`src/rtl/arb_pkg.sv`:
```
package arb_pkg;
  typedef enum logic [1:0] {
    BUS_WAIT = 2'd0,
    BUS_IDLE = 2'd1,
    BUS_BUSY = 2'd2
  } bus_state_t;
endpackage

```
`src/rtl/arb_sync.sv`:
```
module arb_sync #(
  parameter int W      = 2,
  parameter int STAGES = 2
) (
  input  logic         clk_i,
  input  logic         rst_ni,
  input  logic [W-1:0] d_i,
  output logic [W-1:0] q_o
);
  logic [STAGES-1:0][W-1:0] stg;

  // lines idle high, so reset to recessive
  always_ff @(posedge clk_i or negedge rst_ni) begin
    if (!rst_ni) stg <= '1;
    else         stg <= {stg[STAGES-2:0], d_i};
  end

  assign q_o = stg[STAGES-1];
endmodule

```
`src/rtl/arb_edge.sv`:
```
module arb_edge (
  input  logic clk_i,
  input  logic rst_ni,
  input  logic scl_i,
  output logic rise_o,
  output logic fall_o
);
  logic scl_q;

  always_ff @(posedge clk_i or negedge rst_ni) begin
    if (!rst_ni) scl_q <= 1'b1;
    else         scl_q <= scl_i;
  end

  assign rise_o = scl_i & ~scl_q;
  assign fall_o = ~scl_i & scl_q;
endmodule

```
`src/rtl/arb_bus_mon.sv`:
```
module arb_bus_mon
  import arb_pkg::*;
#(
  parameter int MSG_BITS  = 13,
  parameter int IDLE_BITS = 2
) (
  input  logic clk_i,
  input  logic rst_ni,
  input  logic rise_i,
  input  logic bit_i,
  output logic idle_o
);
  localparam int MAXC = (MSG_BITS > IDLE_BITS) ? MSG_BITS : IDLE_BITS;
  localparam int CW   = $clog2(MAXC + 1);
  localparam logic [CW-1:0] MSG_LAST  = CW'(MSG_BITS - 1);
  localparam logic [CW-1:0] IDLE_LAST = CW'(IDLE_BITS - 1);

  bus_state_t    st;
  logic [CW-1:0] cnt;

  always_ff @(posedge clk_i or negedge rst_ni) begin
    if (!rst_ni) begin
      st  <= BUS_WAIT;
      cnt <= '0;
    end else if (rise_i) begin
      unique case (st)
        BUS_WAIT: begin
          if (!bit_i)                cnt <= '0;
          else if (cnt == IDLE_LAST) begin st <= BUS_IDLE; cnt <= '0; end
          else                       cnt <= cnt + CW'(1);
        end
        BUS_IDLE: begin
          if (!bit_i) begin st <= BUS_BUSY; cnt <= CW'(1); end
        end
        default: begin
          if (cnt == MSG_LAST) begin st <= BUS_WAIT; cnt <= '0; end
          else                       cnt <= cnt + CW'(1);
        end
      endcase
    end
  end

  assign idle_o = (st == BUS_IDLE);
endmodule

```
`src/rtl/arb_tx.sv`:
```
module arb_tx #(
  parameter int ID_W   = 4,
  parameter int DATA_W = 8
) (
  input  logic              clk_i,
  input  logic              rst_ni,
  input  logic              rise_i,
  input  logic              fall_i,
  input  logic              bit_i,
  input  logic              idle_i,
  input  logic              req_i,
  input  logic [ID_W-1:0]   id_i,
  input  logic [DATA_W-1:0] data_i,
  output logic              drive_low_o,
  output logic              won_o,
  output logic              lost_o,
  output logic              done_o,
  output logic              err_o
);
  localparam int MSG_BITS = 1 + ID_W + DATA_W;
  localparam int CW       = $clog2(MSG_BITS + 1);
  localparam logic [CW-1:0] MSG_LAST = CW'(MSG_BITS - 1);
  localparam logic [CW-1:0] ARB_LAST = CW'(ID_W);

  logic                pend, run, adv;
  logic [DATA_W-1:0]   pay;
  logic [MSG_BITS-1:0] sh;
  logic [CW-1:0]       idx;

  always_ff @(posedge clk_i or negedge rst_ni) begin
    if (!rst_ni) begin
      pend <= 1'b0; run <= 1'b0; adv <= 1'b0;
      pay <= '0; sh <= '1; idx <= '0;
      drive_low_o <= 1'b0; won_o <= 1'b0;
      lost_o <= 1'b0; done_o <= 1'b0; err_o <= 1'b0;
    end else begin
      lost_o <= 1'b0;
      done_o <= 1'b0;
      err_o  <= 1'b0;
      if (!run) begin
        if (fall_i && idle_i && pend) begin
          run <= 1'b1; adv <= 1'b0; idx <= '0;
          sh  <= {1'b0, id_i, pay};
          drive_low_o <= 1'b1;
        end
      end else if (rise_i) begin
        if (sh[MSG_BITS-1] && !bit_i) begin
          // recessive sent, dominant read: back off at once
          run <= 1'b0; adv <= 1'b0; drive_low_o <= 1'b0; won_o <= 1'b0;
          if (idx <= ARB_LAST) lost_o <= 1'b1;
          else                 err_o  <= 1'b1;
        end else if (idx == MSG_LAST) begin
          run <= 1'b0; drive_low_o <= 1'b0; won_o <= 1'b0;
          done_o <= 1'b1; pend <= 1'b0;
        end else begin
          idx <= idx + CW'(1);
          adv <= 1'b1;
          if (idx == ARB_LAST) won_o <= 1'b1;
        end
      end else if (fall_i && adv) begin
        sh <= {sh[MSG_BITS-2:0], 1'b1};
        drive_low_o <= ~sh[MSG_BITS-2];
        adv <= 1'b0;
      end
      // a request already pending wins over a new one
      if (req_i && !pend) begin
        pend <= 1'b1;
        pay  <= data_i;
      end
    end
  end
endmodule

```
`src/rtl/wired_and_arbiter.sv`:
```
module wired_and_arbiter #(
  parameter int ID_W        = 4,
  parameter int DATA_W      = 8,
  parameter int IDLE_BITS   = 2,
  parameter int SYNC_STAGES = 2
) (
  input  logic              clk_i,
  input  logic              rst_ni,
  input  logic              scl_i,
  input  logic              sda_i,
  input  logic              req_i,
  input  logic [ID_W-1:0]   id_i,
  input  logic [DATA_W-1:0] data_i,
  output logic              drive_low_o,
  output logic              won_o,
  output logic              lost_o,
  output logic              done_o,
  output logic              err_o
);
  localparam int MSG_BITS = 1 + ID_W + DATA_W;

  logic [1:0] line_s;
  logic       rise, fall, bus_idle;

  arb_sync #(.W(2), .STAGES(SYNC_STAGES)) u_sync (
    .clk_i (clk_i),
    .rst_ni(rst_ni),
    .d_i   ({scl_i, sda_i}),
    .q_o   (line_s)
  );

  arb_edge u_edge (
    .clk_i (clk_i),
    .rst_ni(rst_ni),
    .scl_i (line_s[1]),
    .rise_o(rise),
    .fall_o(fall)
  );

  arb_bus_mon #(.MSG_BITS(MSG_BITS), .IDLE_BITS(IDLE_BITS)) u_mon (
    .clk_i (clk_i),
    .rst_ni(rst_ni),
    .rise_i(rise),
    .bit_i (line_s[0]),
    .idle_o(bus_idle)
  );

  arb_tx #(.ID_W(ID_W), .DATA_W(DATA_W)) u_tx (
    .clk_i      (clk_i),
    .rst_ni     (rst_ni),
    .rise_i     (rise),
    .fall_i     (fall),
    .bit_i      (line_s[0]),
    .idle_i     (bus_idle),
    .req_i      (req_i),
    .id_i       (id_i),
    .data_i     (data_i),
    .drive_low_o(drive_low_o),
    .won_o      (won_o),
    .lost_o     (lost_o),
    .done_o     (done_o),
    .err_o      (err_o)
  );
endmodule

```
`config.mk`:
```
export PLATFORM = sky130hd
export DESIGN_NAME = wired_and_arbiter
export DESIGN_NICKNAME = d
export VERILOG_FILES = /design/src/rtl/arb_pkg.sv /design/src/rtl/arb_sync.sv /design/src/rtl/arb_edge.sv /design/src/rtl/arb_bus_mon.sv /design/src/rtl/arb_tx.sv /design/src/rtl/wired_and_arbiter.sv
export SDC_FILE = /design/constraint.sdc
export NUM_CORES = 1
export LEC_CHECK = 0
export CORE_MARGIN = 1.5
export CORE_UTILIZATION = 38
export CTS_BUF_LIST = sky130_fd_sc_hd__clkbuf_4
export DETAILED_ROUTE_END_ITERATION = 10
export PLACE_DENSITY = 0.62
export SYNTH_ARGS = -nofsm -noshare
export SYNTH_HDL_FRONTEND = slang
export SYNTH_HIERARCHICAL = 1
export SYNTH_SLANG_ARGS = --single-unit
```
`constraint.sdc`:
```
create_clock -name clk_i -period 1.8 [get_ports clk_i]
set_clock_uncertainty 0.1 [all_clocks]
set_input_delay 0.36 -clock clk_i [delete_from_list [all_inputs] [get_ports clk_i]]
set_output_delay 0.36 -clock clk_i [all_outputs]
set_load 0.01 [all_outputs]
```
# Yosys cells after proc, flatten, opt, wreduce, memory -nomap -nowiden
# Cells that the tools add are included.
# Widths: inputs -> output; s select.
# word_totals
regBits	44
input_bits	17
out_inout_bits	5
# classes
n_reduce_logical	22
n_addsub	2
eq_ne	17
bitwise	5
n_mux	55
order_cmp	1
# op_table
cell	n
$mux 13	4
$mux 1	36
$mux 4	9
$ne 2x2->1 const B	8
$reduce_and 3->1	4
$add 4x1->4 const B	2
$eq 4x4->1 const B	2
$mux 2	4
$ne 4x4->1 const B	2
$pmux 4 s2	1
$reduce_and 4->1	2
$reduce_bool 2->1	4
$reduce_bool 3->1	2
$logic_and 1x1->1	5
$reduce_and 5->1	1
$eq 4x1->1 const B	1
$eq 4x3->1 const B	1
$le 4x3->1 const B	1
$pmux 2 s2	1
$ne 3x3->1 const B	1
$not 1->1	3
$and 1x1->1	2
$eq 2x1->1 const B	1
$logic_not 1->1	2
other kinds (3)	3

# Longest topological paths before layout
# Gate-level depths: netlist (run 1).
# depth
depth_word	6
depth_mapped	6

# Modules after synthesis
# Netlist (run 1), hierarchy kept.
# modules_own_cells
mod	area_each_um2	cells_each	seq_area_each_um2	n_inst
arb_tx	1621.6	117	842.1	1
arb_bus_mon	377.9	39	150.1	1
arb_sync	120.1	6	105.1	1
arb_edge	41.3	3	26.3	1

# Least setup slack after synthesis (run 1)
# Ideal clock, no wire load.
# synth_path
path_type	register -> register
from	register u_sync.stg, in the netlist u_sync/q_o[1]
to	register u_tx.sh[10]
required_time_ns	1.618
setup_ns	0.082
arrival_time_ns	1.725
synth_period_minus_slack_ns	1.908
stages_incl_launch_ff	7
path_slack_ns	-0.108
path_buffers	2
path_cell_list	dfstp_2 buf_4 nor2b_1 nand4b_1 nand2_4 buf_12 mux2_4
# synth_between
word_cells_on_any_way	10
# synth_rtl
element	line	source
from (decl)	arb_sync.sv:10	logic [STAGES-1:0][W-1:0] stg;
from (signal assigned)	arb_sync.sv:15	else stg <= {stg[STAGES-2:0], d_i};
$and 1x1->1	arb_edge.sv:15	assign rise_o = scl_i & ~scl_q;
net rise	wired_and_arbiter.sv:23	logic rise, fall, bus_idle;
$ne 2x2->1 (no source line)	-	
$reduce_and 3->1 (no source line)	-	
to (signal assigned)	arb_tx.sv:43	sh <= {1'b0, id_i, pay};
to (signal assigned)	arb_tx.sv:61	sh <= {sh[MSG_BITS-2:0], 1'b1};
to (decl)	arb_tx.sv:27	logic [MSG_BITS-1:0] sh;
# The timed path passes the listed nets, and every way through them passes these cells.
# A chain may end at the register's enable or synchronous reset.

# Final worst setup path (run 1)
# layout_path
from	register u_edge.scl_q
to	register u_tx.sh[9]
# layout_between
elab_chain_cells	5
word_cells_on_any_way	10
# layout_lines
element	line	source
from (decl)	arb_edge.sv:8	logic scl_q;
from (signal assigned)	arb_edge.sv:12	else scl_q <= scl_i;
$and 1x1->1 (*)	arb_edge.sv:16	assign fall_o = ~scl_i & scl_q;
net fall	wired_and_arbiter.sv:23	
$logic_and 1x1->1 (2 in series)	arb_tx.sv:41	if (fall_i && idle_i && pend) begin
$reduce_bool 2->1 (no source line)	-	
$reduce_and 3->1 (no source line) (*)	-	
# Mark *: on every way through the listed nets, which the timed path passes. The rest lies on a longest branch.

==> summary.txt, run 1 <==
Outcome
  • Status: finished clean

Route
  • Routed Antenna Nets: 0
  • Drt wl/cell: roughly 14 um
  • DR pass1 iterations: 4
  • Vias/cell: ~5
  • Total wire length: about 3700 um
  • Drc violations: 0
  • DR vias: 1382
  • Starting DRT DRC Count: 58

Worst setup path
  • Cell family with most CP delay: simple AND/OR/NAND/NOR gates
  • WP buf/inv: 0
  • Worst path arrival time: 1.93 ns
  • Worst-path maximum fanout: 13
  • CP max-delay cell: dfstp_2
  • Crit path launch type: register
  • Setup CP Type: register to register
  • CP Capture Type: register
  • Max incr delay on CP: 0.56 ns
  • Worst Path Required: 1.99 ns
  • Critical path cell sequence: and2b_2 -> nand4b_1 -> nand2_4 -> mux2_2
  • RR Startpoint: u_edge/scl_q
  • CP startpoint: u_edge/scl_q

Die
  • Initial Util: 0.3924
  • I/O pins: 22
  • Die Span X: approximately 78 um
  • Die area: slightly above 6000 um2
  • Die H: 78.41 um
  • Row cnt: 27
  • Core ar.: 5507 um2

Power and ir drop
  • Internal: around 2.2 mW
  • Pwr Total: 3.187 mW
  • Net Sw Frac: 0.3006
  • Worst VDD drop: just under 500 uV
  • Leakage power: between 1 and 1.5 nW
  • Net Switching: 0.9581 mW
  • Logic pwr share: 0.313
  • PwrDens: 1251 nW/um2
  • Clock share of power: 0.190
  • Reg power frac: 0.498

Placement
  • Routability cong.: 0.7767
  • Pre-CTS setup slack: 0.05903 ns
  • Port Buf Inserts: 21
  • HPWL Detailed: 2697 um
  • Cell Area, Placed: 2449 um2

GRT
  • First-pass GRT wire length: 6506 um
  • Maximum number of pins on one net before global-route repair: between 40 and 50
  • GRT overflow: 0
  • Initial antenna violation count: 0
  • GRT Overall Usage: 0.1353
  • Vias in the first global route: 1433

Logic synthesis
  • Fraction of registers with async set/reset: 1.000
  • Synth unique cells: 53
  • Post-Synthesis Cells: about 170
  • Count leader, synth: dfrtp_1
  • Sequential area share after synthesis: 0.5200
  • Synth top area share: 0.3011
  • Mapped cell area: 2161 um2
  • Syn_area_per_cell: 13.10 um2
  • Post-synth top cells: dfrtp_1 (26), mux2_2 (20), dfstp_2 (18), mux2_4 (9), inv_1 (8)
  • Synth area leader: dfrtp_1
  • Area contributors post-synth: dfrtp_1 (30%), dfstp_2 (22%), mux2_2 (10%), mux2_4 (6.3%), ha_1 (3.5%)
  • Synth Flop Type: dfrtp_1
  • Mapped Nets: 188
  • EDFF count, synth: 0
  • Total number of yosys warnings: 6
  • Yosys reg bits: 44

CTS
  • CTS H-tree lvls: 2
  • # clock sinks: 44
  • Clk buf depth: 2
  • Worst-Skew Late Latency: 0.34 ns
  • Clock-pin slew on the worst setup and hold paths: 0.13 ns
  • CTS tree: done
  • Root Driver: clkbuf_4
  • TritonCTS Buffers: 5

Run
  • Max-Cap Viols: 0

Timing
  • Post-route setup TNS: 0 ns
  • Final Hold Slack: between 0.2 and 0.3 ns
  • Tightest Pin Transition: 0.5414 ns
  • Setup ws final: roughly 0.062 ns
  • Final Max Tran Viols: 0
  • RSZ-0062 raised after global routing: no
  • Final Setup Violations: 0
  • Tmin final: between 1.5 and 2 ns
  • Slew headroom: 0.6391
  • Max Fclk: 0.5754 GHz
  • Final period util: 0.9655
  • Final Hold Vio Count: 0

Final layout
  • Multi-input logic area: about 940 um2
  • Antenna Cells: 0
  • FF/Latch Area: 1124 um2
  • Layout cells sized above 1: 0.3959
  • Post-route cell area: 2549 um2
  • Fillers: 484
  • Syn-to-layout area delta: 17.95%
  • Fin nets: 219

Hold path
  • Hold Crit Class: register to register
  • Min-Delay Startpoint: u_sync/stg[1]
-- metal layers --
layer / share of wire / track usage
met5: 0 / 0
met4: 0.0094 / 0.04821
met3: 0.035 / 0.03721
met2: 0.49 / 0.2226
met1: 0.47 / 0.1707
-- cell type report --
cell class / count / share of cell area
tap: 72 / 0.03535
clock buffer: 5 / 0.01473
multi-input combinational: 106 / 0.3702
inverter: 9 / 0.01325
clock inverter: 3 / 0.01669
timing repair buffer: 30 / 0.1090
sequential: 44 / 0.4408
-- placed cells by master (no fill, tap or decap), types with 6 or more instances in the layout --
| cell | n |
|---|---|
| dfrtp_1 | 26 |
| mux2_2 | 20 |
| clkdlybuf4s50_1 | 19 |
| dfstp_2 | 18 |
| mux2_4 | 9 |
| buf_4 | 8 |
| inv_1 | 7 |
| nand3_1 | 6 |
| ha_1 | 6 |
-- sequential cells by signal, indices dropped and copies added (netlist names), 2 cells and up --
signal and flops:
u_mon/cnt 4, u_mon/st 2, u_sync/q_o 2, u_sync/stg 2, u_tx/idx 4, u_tx/pay 8
u_tx/sh 13
-- through the flow --
step	utilization	cells
3_3_place_gp	0.4447	259
6_report	0.4628	269
2_1_floorplan	-	165
4_1_cts	0.4610	268
3_5_place_dp	0.4447	259
5_1_grt	0.4628	269
-- path summary, 6_finish.rpt --
kind,cells past startpoint,slack [ns],endpoint
worst max register to register,4,0.06,u_tx/sh[9]
worst min-delay path,0,0.26,u_sync/q_o[1]
min in group asynchronous,3,0.50,u_mon/st[0]
worst max-delay path,4,0.06,u_tx/sh[9]
worst min register to register,0,0.26,u_sync/q_o[1]
max in group asynchronous,3,0.71,u_sync/q_o[1]
-- repair_timing --
| item | 4_1_cts | 5_1_grt |
|---|---|---|
| hold endpoints to repair | 26 | 0 |
| hold buffers | 1 | 0 |
| setup endpoints to repair | 0 | 5 |
| resized for setup | 0 | 2 |
| buffers inserted | 0 | 1 |
-- power groups by stage --
stage                     clock network, mW  registers [mW]  logic (mW)
after floorplan                           0            1.52       0.821
after global placement                    0            1.58       0.938
after detailed placement                  0            1.60       0.986
after CTS                             0.639            1.58       0.993
after global routing                  0.674            1.63        1.11
final                                 0.605            1.59       0.996
-- cell families after synthesis --
logic type,synth area share
AOI/OAI and AO/OA,0.1031
adders and majority gates,0.03474
buffers and inverters,0.04458
DFF,0.5200
muxes,0.1818
and+or+nand+nor,0.1158
Note: power is estimated with default switching activity, not from simulation.
==> inputs of run 2 (changes only) <==
- PLACE_DENSITY: 0.62 -> 0.63
- SYNTH_HIERARCHICAL: 1 -> unset
==> run 2 against run 1 <==
Against the previous run:
- flip-flop and latch count is the same
- final area shrank 3.2%
- hold slack gained 0.0015 ns
- critical endpoint is now u_mon.cnt[0]
- maximum frequency grew 0.67%
- count of clock-buffer cells in the layout is the same
- first-iteration DRC count is the same
==> summary.txt, run 2 <==
Outcome
  • Status: finished clean

Logic synthesis
  • Area contributors post-synth: dfrtp_1 (32%), dfstp_2 (24%), mux2i_1 (6.5%), mux2_2 (4.5%), a21oi_1 (4.2%)
  • Post-synth top cells: dfrtp_1 (26), dfstp_2 (18), a21oi_1 (17), nor2_1 (17), mux2i_1 (13)
  • Synth unique cells: 40
  • Syn_area_per_cell: 11.28 um2
  • Synth top area share: 0.3240
  • EDFF count, synth: 0
  • Count leader, synth: dfrtp_1
  • Total number of yosys warnings: 0
  • Fraction of registers with async set/reset: 1.000
  • Yosys reg bits: 44
  • Sequential area share after synthesis: 0.5595
  • Post-Synthesis Cells: 178
  • Synth area leader: dfrtp_1
  • Mapped cell area: 2008 um2
  • Synth Flop Type: dfrtp_1
  • Mapped Nets: 200

Die
  • I/O pins: 22
  • Die area: 5730 um2
  • Initial Util: 0.3932
  • Core ar.: 5107 um2
  • Die Span X: approximately 76 um
  • Die H: ~76 um
  • Row cnt: 26

GRT
  • Vias in the first global route: 1314
  • GRT overflow: 0
  • First-pass GRT wire length: 5878 um
  • GRT Overall Usage: 0.1378
  • Maximum number of pins on one net before global-route repair: 27
  • Initial antenna violation count: 0

Final layout
  • Core Util, Final: 0.4831
  • Max FFs per register: 13
  • Non-filler instance count after layout: 283
  • Top reg by flops: u_tx.sh
  • Syn-to-layout area delta: 22.87%
  • Commonest non-fill, non-tap cells in the layout: dfrtp_1 (26), clkdlybuf4s50_1 (19), dfstp_2 (18)
  • Antenna Cells: 0
  • Layout cells sized above 1: 0.2629
  • Fin nets: 234
  • Top flop regs: u_tx.sh: 13 flops, u_tx.pay: 8 flops
  • Commonest non-fill, non-tap cell in the layout: dfrtp_1

Timing
  • Slew headroom: 0.6882
  • Final Hold Slack: 0.2657 ns
  • Tmin final: approximately 1.7 ns
  • Final Max Tran Viols: 0
  • Final Hold Vio Count: 0
  • Final period util: 0.9591
  • Tightest Pin Transition: 0.4667 ns
  • Setup ws final: 0.07355 ns
  • Final Setup Violations: 0
  • Max Fclk: ~0.58 GHz

Worst setup path
  • Worst Path Required: 1.96 ns
  • Setup CP Type: register to register
  • R2r setup slk: ~0.074 ns
  • Crit path launch type: register
  • Worst-path maximum fanout: 4
  • Worst path arrival time: 1.89 ns
  • Reg2Reg Depth: 6
  • CP Capture Type: register

Route
  • Total wire length: 3435 um
  • Vias/cell: ~4.8
  • Drt wl/cell: about 12 um
  • Drc violations: 0
  • DR vias: 1368
  • DR pass1 iterations: 4
  • Routed Antenna Nets: 0
  • Starting DRT DRC Count: a little under 60

CTS
  • Root Driver: clkbuf_4
  • CTS H-tree lvls: 2
  • # clock sinks: 44
  • Worst-Skew Late Latency: 0.36 ns
  • Clock-pin slew on the worst setup and hold paths: around 0.14 ns
  • Post-CTS setup buffer count: 0
  • Clk buf depth: 2
  • CTS tree: done
  • TritonCTS Buffers: 5

Placement
  • HPWL Detailed: ~2400 um
  • Placed cell count: roughly 270
  • Routability cong.: around 0.78
  • Pre-CTS setup slack: 0.02579 ns
  • Port Buf Inserts: 21

Hold path
  • Hold Crit Class: register to register
  • Worst hold path cell count: 0

Power and ir drop
  • Worst VDD drop: between 700 and 800 uV
  • Leakage power: 1.114 nW
  • Pwr Total: roughly 3.3 mW
  • PwrDens: 1332 nW/um2

Run
  • Max-Cap Viols: 0
## run 2: power by group
group          leakage [nW]  total (mW)  switching (mW)  internal, mW
logic                 0.557        1.04           0.497         0.545
clock network        0.0428       0.616           0.325         0.290
registers             0.514        1.63           0.252          1.38
## run 2: logic make-up after synthesis
logic type | share of synthesized area
fa+ha+maj | 0.03115
simple gates | 0.1377
compound gates | 0.1315
flops | 0.5595
mux | 0.1097
buf+inv | 0.03053
## run 2: critical path: stages (launching register included)
cell	delay, ns
dfrtp_1	0.43
inv_2	0.07
ha_1	0.14
or3b_4	0.39
a22oi_4	0.18
nor2_2	0.04
o32a_1	0.27
## run 2: final timing paths
check,from,end
worst max-delay path,u_mon.cnt[1],u_mon.cnt[0]
worst min-delay path,u_sync.stg[0],u_sync.q_o[0]
worst max register to register,u_mon.cnt[1],u_mon.cnt[0]
worst min register to register,u_sync.stg[0],u_sync.q_o[0]
max in group asynchronous,rst_ni,u_tx.sh[4]
min in group asynchronous,rst_ni,u_mon.cnt[3]
## run 2: layout make-up
class	count	area, um2
Fill cell	475	2640
Sequential cell	44	1124
Multi-Input combinational cell	120	829.5
Timing Repair Buffer	33	316.6
Tap cell	70	87.58
Clock inverter	3	42.54
Clock buffer	5	37.54
Inverter	8	30.03
## run 2: metal layers
layer  GRT usage  wire length (um)  up-vias
li1            -                 -      700
met3     0.03175                98        7
met2      0.2232              1570       23
met5           0                 0        -
met4     0.05952                58        0
met1      0.1777              1708      638
## run 2: through the flow
step,cell area (um2),TNS [ns]
after floorplan,2008,0
final,2467,0
after CTS,2455,0
after global placement,2365,0
after global routing,2467,-0.01214
after detailed placement,2365,0
## run 2: what timing repair did
action | in CTS | in global routing
resized for setup | 0 | 6
hold buffers | 1 | 0
endpoints found under the hold margin | 14 | 0
endpoints found under the setup margin | 0 | 7
